$ cat config.mk
export PLATFORM = sky130hd
export DESIGN_NAME = regbank_i2c_target
export DESIGN_NICKNAME = d
export VERILOG_FILES = /design/src/rtl/i2c_tgt_pkg.sv /design/src/rtl/i2c_line_filter.sv /design/src/rtl/i2c_bus_events.sv /design/src/rtl/i2c_reg_bank.sv /design/src/rtl/regbank_i2c_target.sv
export SDC_FILE = /design/constraint.sdc
export NUM_CORES = 1
export LEC_CHECK = 0
export ABC_AREA = 1
export BUFFER_PORTS_ARGS = -buffer_cell sky130_fd_sc_hd__buf_4
export CORE_ASPECT_RATIO = 1.4
export CORE_MARGIN = 2
export CORE_UTILIZATION = 38
export CTS_CLUSTER_SIZE = 24
export DETAILED_ROUTE_END_ITERATION = 10
export SYNTH_ARGS = -nofsm -noshare
export SYNTH_HDL_FRONTEND = slang
export SYNTH_SLANG_ARGS = --single-unit
export TNS_END_PERCENT = 50
$ cat constraint.sdc
create_clock -name clk -period 2.08 [get_ports clk]
set_input_delay 0.416 -clock clk [delete_from_list [all_inputs] [get_ports clk]]
set_output_delay 0.416 -clock clk [all_outputs]
set_load 0.03 [all_outputs]
$ cat src/rtl/i2c_tgt_pkg.sv
package i2c_tgt_pkg;

    localparam int BYTE_W = 8;
    localparam int PTR_W  = 8;

    typedef enum logic [3:0] {
        ST_IDLE,
        ST_ADDR,
        ST_ADDR_ACK,
        ST_PTR,
        ST_PTR_ACK,
        ST_WDATA,
        ST_WDATA_ACK,
        ST_RDATA,
        ST_RD_ACKCHK
    } tgt_state_e;

endpackage

$ cat src/rtl/i2c_line_filter.sv
// Synchronizer followed by a majority vote over the last VOTE_TAPS samples.
module i2c_line_filter #(
    parameter int SYNC_STAGES = 2,
    parameter int VOTE_TAPS   = 3
) (
    input  logic clk,
    input  logic rst_n,
    input  logic line_in,
    output logic line_out
);
    localparam int CNT_W = $clog2(VOTE_TAPS + 1);

    logic [SYNC_STAGES-1:0] sync_q;
    logic [VOTE_TAPS-1:0]   tap_q;
    logic [CNT_W-1:0]       ones;
    logic                   vote;
    logic                   line_q;

    always_comb begin
        ones = '0;
        for (int i = 0; i < VOTE_TAPS; i++) begin
            ones = ones + CNT_W'(tap_q[i]);
        end
        vote = (ones > CNT_W'(VOTE_TAPS / 2));
    end

    always_ff @(posedge clk or negedge rst_n) begin
        if (!rst_n) begin
            sync_q <= '1;
            tap_q  <= '1;
            line_q <= 1'b1;
        end else begin
            sync_q <= {sync_q[SYNC_STAGES-2:0], line_in};
            tap_q  <= {tap_q[VOTE_TAPS-2:0], sync_q[SYNC_STAGES-1]};
            line_q <= vote;
        end
    end

    assign line_out = line_q;

endmodule

$ cat src/rtl/i2c_bus_events.sv
// Edge and bus-condition detection on the filtered lines.
module i2c_bus_events (
    input  logic clk,
    input  logic rst_n,
    input  logic scl_f,
    input  logic sda_f,
    output logic scl_rise,
    output logic scl_fall,
    output logic start_det,
    output logic stop_det
);
    logic scl_p;
    logic sda_p;

    always_ff @(posedge clk or negedge rst_n) begin
        if (!rst_n) begin
            scl_p <= 1'b1;
            sda_p <= 1'b1;
        end else begin
            scl_p <= scl_f;
            sda_p <= sda_f;
        end
    end

    assign scl_rise  = scl_f & ~scl_p;
    assign scl_fall  = ~scl_f & scl_p;
    assign start_det = scl_f & scl_p & sda_p & ~sda_f;
    assign stop_det  = scl_f & scl_p & ~sda_p & sda_f;

endmodule

$ cat src/rtl/i2c_reg_bank.sv
// Writable configuration bytes plus read mux over configuration, status and unmapped space.
module i2c_reg_bank #(
    parameter int ADDR_W   = 8,
    parameter int NUM_CFG  = 4,
    parameter int NUM_STAT = 2,
    parameter logic [NUM_CFG*8-1:0] CFG_RESET = '0
) (
    input  logic                  clk,
    input  logic                  rst_n,
    input  logic                  wr_en,
    input  logic [ADDR_W-1:0]     wr_addr,
    input  logic [7:0]            wr_data,
    input  logic [ADDR_W-1:0]     rd_addr,
    input  logic [NUM_STAT*8-1:0] status_in,
    output logic [NUM_CFG*8-1:0]  cfg_out,
    output logic [7:0]            rd_data
);
    logic [7:0] cfg_q [NUM_CFG];

    for (genvar g = 0; g < NUM_CFG; g++) begin : g_cfg
        always_ff @(posedge clk or negedge rst_n) begin
            if (!rst_n) begin
                cfg_q[g] <= CFG_RESET[g*8 +: 8];
            end else if (wr_en && (wr_addr == ADDR_W'(g))) begin
                cfg_q[g] <= wr_data;
            end
        end
        assign cfg_out[g*8 +: 8] = cfg_q[g];
    end

    always_comb begin
        rd_data = 8'hFF;
        for (int i = 0; i < NUM_CFG; i++) begin
            if (rd_addr == ADDR_W'(i)) rd_data = cfg_q[i];
        end
        for (int j = 0; j < NUM_STAT; j++) begin
            if (rd_addr == ADDR_W'(NUM_CFG + j)) rd_data = status_in[j*8 +: 8];
        end
    end

endmodule

$ cat src/rtl/regbank_i2c_target.sv
module regbank_i2c_target
    import i2c_tgt_pkg::*;
#(
    parameter logic [6:0] DEV_ADDR = 7'h48,
    parameter int NUM_CFG  = 4,
    parameter int NUM_STAT = 2,
    parameter logic [NUM_CFG*8-1:0] CFG_RESET = 32'h800F00A5
) (
    input  logic                  clk,
    input  logic                  rst_n,
    input  logic                  scl_in,
    input  logic                  sda_in,
    output logic                  sda_pull,
    output logic [NUM_CFG*8-1:0]  cfg_out,
    input  logic [NUM_STAT*8-1:0] status_in
);
    localparam int CNT_W = $clog2(BYTE_W + 1);

    tgt_state_e state, state_nx;

    logic scl_f, sda_f;
    logic scl_rise, scl_fall, start_det, stop_det;

    logic [BYTE_W-1:0] shreg;
    logic [BYTE_W-2:0] txreg;
    logic [CNT_W-1:0]  bit_cnt;
    logic [PTR_W-1:0]  ptr;
    logic              rw_q;
    logic              ack_seen;
    logic              pull_q;

    logic              byte_full;
    logic              addr_hit;
    logic              wr_en;
    logic [PTR_W-1:0]  rd_addr;
    logic [7:0]        rd_data;

    // Line conditioning, one filter per bus line
    i2c_line_filter #(.SYNC_STAGES(2), .VOTE_TAPS(3)) i_scl_filt (
        .clk(clk), .rst_n(rst_n), .line_in(scl_in), .line_out(scl_f)
    );
    i2c_line_filter #(.SYNC_STAGES(2), .VOTE_TAPS(3)) i_sda_filt (
        .clk(clk), .rst_n(rst_n), .line_in(sda_in), .line_out(sda_f)
    );

    i2c_bus_events i_events (
        .clk(clk), .rst_n(rst_n), .scl_f(scl_f), .sda_f(sda_f),
        .scl_rise(scl_rise), .scl_fall(scl_fall),
        .start_det(start_det), .stop_det(stop_det)
    );

    assign byte_full = (bit_cnt == CNT_W'(BYTE_W));
    assign addr_hit  = (shreg[7:1] == DEV_ADDR);
    assign wr_en     = (state == ST_WDATA) && scl_fall && byte_full;
    assign rd_addr   = (state == ST_RD_ACKCHK) ? PTR_W'(ptr + 1'b1) : ptr;

    i2c_reg_bank #(
        .ADDR_W(PTR_W), .NUM_CFG(NUM_CFG), .NUM_STAT(NUM_STAT), .CFG_RESET(CFG_RESET)
    ) i_bank (
        .clk(clk), .rst_n(rst_n),
        .wr_en(wr_en), .wr_addr(ptr), .wr_data(shreg),
        .rd_addr(rd_addr), .status_in(status_in),
        .cfg_out(cfg_out), .rd_data(rd_data)
    );

    // Next-state decision
    always_comb begin
        state_nx = state;
        if (stop_det) begin
            state_nx = ST_IDLE;
        end else if (start_det) begin
            state_nx = ST_ADDR;
        end else begin
            unique case (state)
                ST_IDLE: state_nx = ST_IDLE;
                ST_ADDR:
                    if (scl_fall && byte_full) state_nx = addr_hit ? ST_ADDR_ACK : ST_IDLE;
                ST_ADDR_ACK:
                    if (scl_fall) state_nx = rw_q ? ST_RDATA : ST_PTR;
                ST_PTR:
                    if (scl_fall && byte_full) state_nx = ST_PTR_ACK;
                ST_PTR_ACK:
                    if (scl_fall) state_nx = ST_WDATA;
                ST_WDATA:
                    if (scl_fall && byte_full) state_nx = ST_WDATA_ACK;
                ST_WDATA_ACK:
                    if (scl_fall) state_nx = ST_WDATA;
                ST_RDATA:
                    if (scl_fall && byte_full) state_nx = ST_RD_ACKCHK;
                ST_RD_ACKCHK:
                    if (scl_fall) state_nx = ack_seen ? ST_RDATA : ST_IDLE;
                default: state_nx = ST_IDLE;
            endcase
        end
    end

    // State register
    always_ff @(posedge clk or negedge rst_n) begin
        if (!rst_n) state <= ST_IDLE;
        else        state <= state_nx;
    end

    // Shift, pointer and SDA drive
    always_ff @(posedge clk or negedge rst_n) begin
        if (!rst_n) begin
            shreg    <= '0;
            txreg    <= '0;
            bit_cnt  <= '0;
            ptr      <= '0;
            rw_q     <= 1'b0;
            ack_seen <= 1'b0;
            pull_q   <= 1'b0;
        end else if (start_det || stop_det) begin
            bit_cnt <= '0;
            pull_q  <= 1'b0;
        end else begin
            unique case (state)
                ST_ADDR, ST_PTR, ST_WDATA: begin
                    if (scl_rise && !byte_full) begin
                        shreg   <= {shreg[BYTE_W-2:0], sda_f};
                        bit_cnt <= bit_cnt + 1'b1;
                    end
                    if (scl_fall && byte_full) begin
                        bit_cnt <= '0;
                        if (state == ST_ADDR) begin
                            if (addr_hit) begin
                                pull_q <= 1'b1;
                                rw_q   <= shreg[0];
                            end
                        end else begin
                            pull_q <= 1'b1;
                        end
                        if (state == ST_PTR)   ptr <= shreg;
                        if (state == ST_WDATA) ptr <= ptr + 1'b1;
                    end
                end
                ST_ADDR_ACK, ST_PTR_ACK, ST_WDATA_ACK: begin
                    if (scl_fall) begin
                        if (state == ST_ADDR_ACK && rw_q) begin
                            txreg   <= rd_data[BYTE_W-2:0];
                            pull_q  <= ~rd_data[BYTE_W-1];
                            bit_cnt <= CNT_W'(1);
                        end else begin
                            pull_q  <= 1'b0;
                            bit_cnt <= '0;
                        end
                    end
                end
                ST_RDATA: begin
                    if (scl_fall) begin
                        if (byte_full) begin
                            pull_q <= 1'b0;
                        end else begin
                            pull_q  <= ~txreg[BYTE_W-2];
                            txreg   <= {txreg[BYTE_W-3:0], 1'b0};
                            bit_cnt <= bit_cnt + 1'b1;
                        end
                    end
                end
                ST_RD_ACKCHK: begin
                    if (scl_rise) ack_seen <= ~sda_f;
                    if (scl_fall) begin
                        if (ack_seen) begin
                            ptr     <= ptr + 1'b1;
                            txreg   <= rd_data[BYTE_W-2:0];
                            pull_q  <= ~rd_data[BYTE_W-1];
                            bit_cnt <= CNT_W'(1);
                        end else begin
                            pull_q  <= 1'b0;
                            bit_cnt <= '0;
                        end
                    end
                end
                ST_IDLE: pull_q <= 1'b0;
                default: pull_q <= 1'b0;
            endcase
        end
    end

    assign sda_pull = pull_q;

endmodule

==> impl_metrics.tcl, run 1 <==
set metrics [dict create \
    rsz0062_at_grt "true" \
    hold_viol 0 \
    timing.final.crit_share_pct 99.80 \
    cp_data_arrival_time_ns 2.30 \
    overflow 0 \
    synthTopCellsByCount "nand2_1 (130), o21ai_0 (80), inv_1 (58), dfrtp_1 (57), nor2_1 (42)" \
    synth_top_area_share_pct 33.65 \
    critPathRequiredTime_ns 2.30 \
    multi_input_area_sq_um 2222 \
    ant_nets 0 \
    post_drt_wl_per_cell_um 15.44 \
    fin_crit_ns 2.076 \
    timing_max_transition_violations_final 0 \
    synth_top_family_by_area "simple AND/OR/NAND/NOR gates" \
    grt_pass1_wl_mm 18.46 \
    hold_class "input pin to asynchronous set/reset pin" \
    clockRootBuffer "clkbuf_16" \
    yosysTopAreaCell "dfrtp_1" \
    grt_start_max_net_pins 49 \
    r2r_slack_ns 0.004 \
    firstDrtPassIters 5 \
    status "finished clean" \
    slowest_stage "dfrtp_2" \
    grt_pass1_vias 3775 \
    drive_above_1_share_pct 36.22 \
    setup_viol 0 \
    cts_htree_levels 3 \
    vias_per_cell 5.125 \
    critPathCaptureType "flop" \
    utilization_pct 52.57 \
    regArea_sq_um 2036 \
    power-per-cell-area_nw_per_um2 715.5 \
    synthSimpleGateAreaFrac_pct 28.13 \
    max_freq_ghz 0.4817 \
    synth_compound_area_share_pct 14.26 \
    rows 45 \
    cpPeakStageDelay_ns 0.47 \
    finalWeightedCongestion 0.8508 \
    cp_cell_sequence "buf_4 > nand3_4 > nand2_1 > nand2_1 > nand2_1 > nor2_2 > nand2_2 > nand2_4 > nand2_2 > or2_2 > nand4_1 > a21oi_2" \
    diodes 0 \
    async_reset_ff_share_pct 100.0 \
    die-height_um 129.0 \
    clockBufferDepth 2 \
    worstSetupPathType "flop to flop" \
    r2r_end "txreg[1]$_DFFE_PN0P_" \
    syn2layout_area_growth_pct 34.77 \
    yosysMostFrequentCell "nand2_1" \
    hold_buffers 0 \
    placedInstanceArea_sq_um 5014 \
    synth_area_sq_um 4239 \
    finish.instance_area_sq_um 5713 \
    ios 53 \
    num_vias 3977 \
    nets 658 \
    cap_viol_max_count 0 \
    yosys-mux-area-fraction_pct 0 \
    initial_core_util_pct 39.01 \
    cts_buffers 9 \
    r2r_cells 12 \
    die_w_um 93.27 \
    synth.yosys.warnings 0 \
    synth_cell_types 44 \
    cp_common_cell "nand2_1" \
    worst_pin_slew_ns 0.5225 \
    syn-instance-count 530 \
    antenna_found_initial 0 \
    insertion_delay_ns 0.34 \
    ys_seq_elements 80 \
    wl_mm 11.98 \
    synth_area_per_cell_sq_um 7.998 \
    fin_skew_ns 0.007132 \
    drc 0 \
    drtIter0Drc 177 \
    nFillCells 1000 \
    p_leak_nw 2.590 \
    clock_sinks 80 \
    start_kind "flop" \
    synth-xor-area-share_pct 0.6198 \
    io_buffers 52 \
    finalPower_w 0.004088 \
    relSlewSlack_pct 65.08 \
    crit_fanout 7 \
    yosysSeqAreaShare_pct 47.90 \
    synth_flop_cell "dfrtp_1" \
    syn_nets 558 \
    synthAdderAreaFrac_pct 2.361 \
    cts_tree "yes" \
    synth.area.top_cells "dfrtp_1 (34%), dfstp_2 (14%), nand2_1 (12%)" \
    core_area_sq_um 10870 \
    setup-tns-final_ns 0 \
    synth-edff-count 0 \
    die_area_sq_um 12030 \
    clk_pin_slew_ns 0.06 \
    worstReg2RegStart "ptr[2]$_DFFE_PN0P_" \
    grtUsageTotal_pct 19.87 \
    holdWs_ns 0.01280 \
    vdd_ir_drop_max_mv 0.4806 \
    dp_hpwl_mm 8.468 \
]
==> stage by stage <==
stage	cells	worst slack, ns
after floorplan	530	0.1805
after global placement	746	0.02532
after detailed placement	746	-0.05236
after CTS	765	-0.002923
after global routing	776	-0.1037
final	776	0.004117
==> power breakdown <==
part           internal [W]  total (W)  switching, W  leakage (nW)
sequential          0.00168    0.00178     0.0000979         0.985
combinational      0.000282   0.000813      0.000530          1.47
clock              0.000821    0.00150      0.000678         0.134
==> layout by cell type (no fill, tap or decap), types with 13 or more instances in the layout <==
cell,count
nand2_1,117
inv_1,49
nor2_2,14
nand3_1,13
nand2_2,16
buf_4,94
nor2_1,30
o21ai_0,75
dfrtp_1,53
dfstp_2,23
==> cell type report <==
type	count	share of cell area, %
sequential	80	35.63
inverter	60	3.986
clock inverter	7	0.9636
timing repair buffer	99	13.49
multi-input combinational	380	38.90
tap	141	3.088
clock buffer	9	3.942
==> registers in the layout (all words and copies together) (netlist names) <==
name / count
state: 4
i_scl_filt.line_out: 1
i_sda_filt.line_out: 1
i_events.scl_p: 1
shreg: 8
rw_q: 1
sda_pull: 1
ack_seen: 1
txreg: 7
i_bank.cfg_out: 32
i_events.sda_p: 1
i_sda_filt.tap_q: 3
i_sda_filt.sync_q: 2
ptr: 8
i_scl_filt.sync_q: 2
i_scl_filt.tap_q: 3
bit_cnt: 4
==> kinds of logic (layout without fill, tap and decap cells) <==
kind of cell | after synthesis | after routing
adders and majority gates | 8 | 8
xor gates and xnor gates | 3 | 3
DFF | 80 | 80
AOI/OAI and AO/OA | 113 | 113
and+or+nand+nor | 255 | 256
buffers and inverters | 71 | 175
==> worst max-delay path, delay by kind of cell, from the launching register on <==
family	cells	cell delay, ns
and+or+nand+nor	10	1.24
AOI/OAI and AO/OA	1	0.07
DFF	1	0.47
buffers and inverters	1	0.19
==> per-layer routing <==
metal,global-route usage [%],vias up,part of all wire [%]
met5,0,-,0
met4,10.55,0,3.5
met3,3.747,29,4.1
met2,32.97,114,51
met1,24.43,1888,41
li1,-,1946,-
==> what timing repair did <==
action,in CTS,in global routing
endpoints found under the setup margin,8,52
resized for setup,7,84
gates cloned,1,0
pin swaps,3,32
setup buffers,2,11
endpoints found under the hold margin,0,0
==> how the worst max path moves through the flow <==
stage,cells after the start,slack [ns],to,start
2_1_floorplan,11,0.18,txreg[3]$_DFFE_PN0P_,ptr[0]$_DFFE_PN0P_
6_report,12,0.004,txreg[1]$_DFFE_PN0P_,ptr[2]$_DFFE_PN0P_
4_1_cts,14,-0.003,txreg[3]$_DFFE_PN0P_,ptr[0]$_DFFE_PN0P_
3_5_place_dp,11,-0.05,txreg[6]$_DFFE_PN0P_,ptr[1]$_DFFE_PN0P_
3_3_place_gp,14,0.03,txreg[2]$_DFFE_PN0P_,ptr[1]$_DFFE_PN0P_
5_1_grt,14,-0.10,txreg[3]$_DFFE_PN0P_,ptr[4]$_DFFE_PN0P_
Note: power is estimated with default switching activity, not from simulation.
==> run 2, diff against run 1 <==
--- a/config.mk
+++ b/config.mk
@@ -8,7 +8,7 @@
 export ABC_AREA = 1
 export BUFFER_PORTS_ARGS = -buffer_cell sky130_fd_sc_hd__buf_4
 export CORE_ASPECT_RATIO = 1.4
-export CORE_MARGIN = 2
+export CORE_MARGIN = 5
 export CORE_UTILIZATION = 38
 export CTS_CLUSTER_SIZE = 24
 export DETAILED_ROUTE_END_ITERATION = 10
==> constraint.sdc (replaced) <==
create_clock -name clk -period 2.1 [get_ports clk]
set_input_delay 0.42 -clock clk [delete_from_list [all_inputs] [get_ports clk]]
set_output_delay 0.42 -clock clk [all_outputs]
set_load 0.03 [all_outputs]
==> run 2 against run 1 <==
  * Core utilization rose by 1.2 points
  * Largest power group unchanged
  * Sequential power barely moved
  * Non-clock buffer count rose by 7
  * Hold slack improved by 0.0061 ns
  * Cell count rose by 0.77%
  * Setup slack improved by 0.029 ns
  * Critical path depth fell by 2
  * Highest routed layer unchanged
  * Die area rose by 11%
  * Global-route usage fell by 1.5 points
  * Sequential cell count did not move
==> impl_metrics.tcl, run 2 (synthesis gave the netlist of run 1 again) <==
set metrics [dict create \
    fin_skew_ns 0.01024 \
    num_vias 3918 \
    io_buffers 52 \
    clockBufferDepth 2 \
    diodes 0 \
    insertion_delay_ns 0.35 \
    p_leak_nw 2.645 \
    hold_class "input pin to asynchronous set/reset pin" \
    core_area_sq_um 10870 \
    drc 0 \
    cp_cell_sequence "nor2_2 > nand3_4 > buf_6 > nand2_4 > nand3_4 > nor3_4 > nand2_4 > or2_2 > nand3_1 > o21ai_1" \
    drtIter0Drc 164 \
    grt_pass1_vias 3827 \
    hold_buffers 0 \
    relSlewSlack_pct 66.10 \
    rsz0062_at_grt "true" \
    clockRootBuffer "clkbuf_16" \
    ios 53 \
    cts_buffers 9 \
    critPathRequiredTime_ns 2.33 \
    met2_usage_pct 31.28 \
    finalNonFillerCells 782 \
    power-per-cell-area_nw_per_um2 726.5 \
    clock_sinks 80 \
    timing.final.crit_share_pct 98.41 \
    timing_max_transition_violations_final 0 \
    clk_pin_slew_ns 0.07 \
    final_cell_mix "nand2_1 (116), buf_4 (94), o21ai_0 (73)" \
    dp_hpwl_mm 9.001 \
    die_w_um 99.27 \
    die_area_sq_um 13400 \
    gr-max-usage-layer "met2" \
    worstSetupPathType "flop to flop" \
    finish.instance_area_sq_um 5847 \
    status "finished clean" \
    wl_mm 12.27 \
    largest_reg_flops 32 \
    overflow 0 \
    grtUsageTotal_pct 18.38 \
    use_met1_pct 22.68 \
    placedInstanceArea_sq_um 5034 \
    finalWeightedCongestion 0.8934 \
    ant_nets 0 \
    drive_above_1_share_pct 36.19 \
    cp_data_arrival_time_ns 2.30 \
    nFillCells 1007 \
    final_common_cell "nand2_1" \
    rows 45 \
    start_kind "flop" \
    cpPeakStageDelay_ns 0.44 \
    post_drt_wl_per_cell_um 15.69 \
    slowest_stage "dfrtp_1" \
    place_inst 747 \
    regArea_sq_um 2037 \
    die-height_um 135.0 \
    max_freq_ghz 0.4839 \
    grt_pass1_wl_mm 19.34 \
    syn2layout_area_growth_pct 37.93 \
    hold_viol 0 \
    vias_per_cell 5.010 \
    critPathCaptureType "flop" \
    worst_pin_slew_ns 0.5073 \
    cts_tree "yes" \
    setup_viol 0 \
    initial_core_util_pct 39.01 \
    crit_fanout 7 \
    cts_htree_levels 3 \
    nets 664 \
    cap_viol_max_count 0 \
    met3_usage_pct 3.566 \
    antenna_found_initial 0 \
    fin_crit_ns 2.067 \
    vdd_ir_drop_max_mv 0.4056 \
    grt_start_max_net_pins 50 \
    firstDrtPassIters 5 \
    multi_input_area_sq_um 2221 \
]
==> run 2: cell count changes in the layout (fill, tap and decap cells not counted), moves of 3 or more <==
cell / before / now
buf_12: 1 / 4
buf_6: 4 / 7
nor2_2: 14 / 11
nor3_2: 5 / 2
o21ai_1: 8 / 11
==> run 2: metrics by stage <==
| step | TNS, ns | utilization, % | worst slack, ns | hold slack (ns) | power, W |
|---|---|---|---|---|---|
| 6_report | 0 | 53.81 | 0.03340 | 0.01886 | 0.004248 |
| 5_1_grt | -0.5031 | 53.81 | -0.08888 | 0.05265 | 0.004485 |
| 4_1_cts | 0 | 49.29 | 0.003650 | 0.02836 | 0.004203 |
| 3_5_place_dp | -0.1445 | 46.32 | -0.05623 | 0.3472 | 0.002546 |
| 3_3_place_gp | 0 | 46.32 | 0.003602 | 0.3457 | 0.002534 |
| 2_1_floorplan | 0 | - | 0.2005 | 0.1244 | 0.002217 |
==> run 2: worst max-delay path: cells and delay by family (launching register included) <==
kind                   cells  cell delay, ns
and+or+nand+nor            8            1.28
buffers and inverters      1            0.17
DFF                        1            0.44
AOI/OAI and AO/OA          1            0.05
==> run 2: where the power goes <==
group | switching [W] | internal (W)
logic | 0.000541 | 0.000314
registers | 0.0000939 | 0.00166
clock network | 0.000694 | 0.000942
==> run 2: final timing paths <==
path,slack (ns),startpoint,to,depth (start not counted)
hold / removal,0.02,rst_n,ptr[4]$_DFFE_PN0P_,1
setup reg to reg,0.03,state[1]$_DFFE_PN0P_,txreg[6]$_DFFE_PN0P_,10
max in group asynchronous,1.41,rst_n,i_bank.cfg_out[18]$_DFFE_PN1P_,2
hold reg to reg,0.36,i_scl_filt.sync_q[0]$_DFF_PN1_,i_scl_filt.sync_q[1]$_DFF_PN1_,0
setup / recovery,0.03,state[1]$_DFFE_PN0P_,txreg[6]$_DFFE_PN0P_,10
min in group clk,0.19,sda_in,i_sda_filt.sync_q[0]$_DFF_PN1_,1
==> run 2: layout make-up <==
class | instances | share of cell area (%)
clock buffers | 9 | 3.852
clock inverters | 7 | 1.412
well taps | 141 | 3.017
flip-flops and latches | 80 | 34.84
repair buffers | 106 | 15.04
inverters | 60 | 3.852
multi-input cells | 379 | 37.98
==> run 2: repair_timing <==
item,in CTS,in global routing
endpoints found under the hold margin,0,0
setup endpoints to repair,8,28
setup buffers,0,19
resized for setup,4,97
pin swaps,0,34
==> run 2: layer usage <==
| metal | part of all wire [%] | wire (um) |
|---|---|---|
| met1 | 42 | 5099 |
| met2 | 52 | 6365 |
| met3 | 4.1 | 503 |
| met4 | 2.5 | 303 |
| met5 | 0 | 0 |
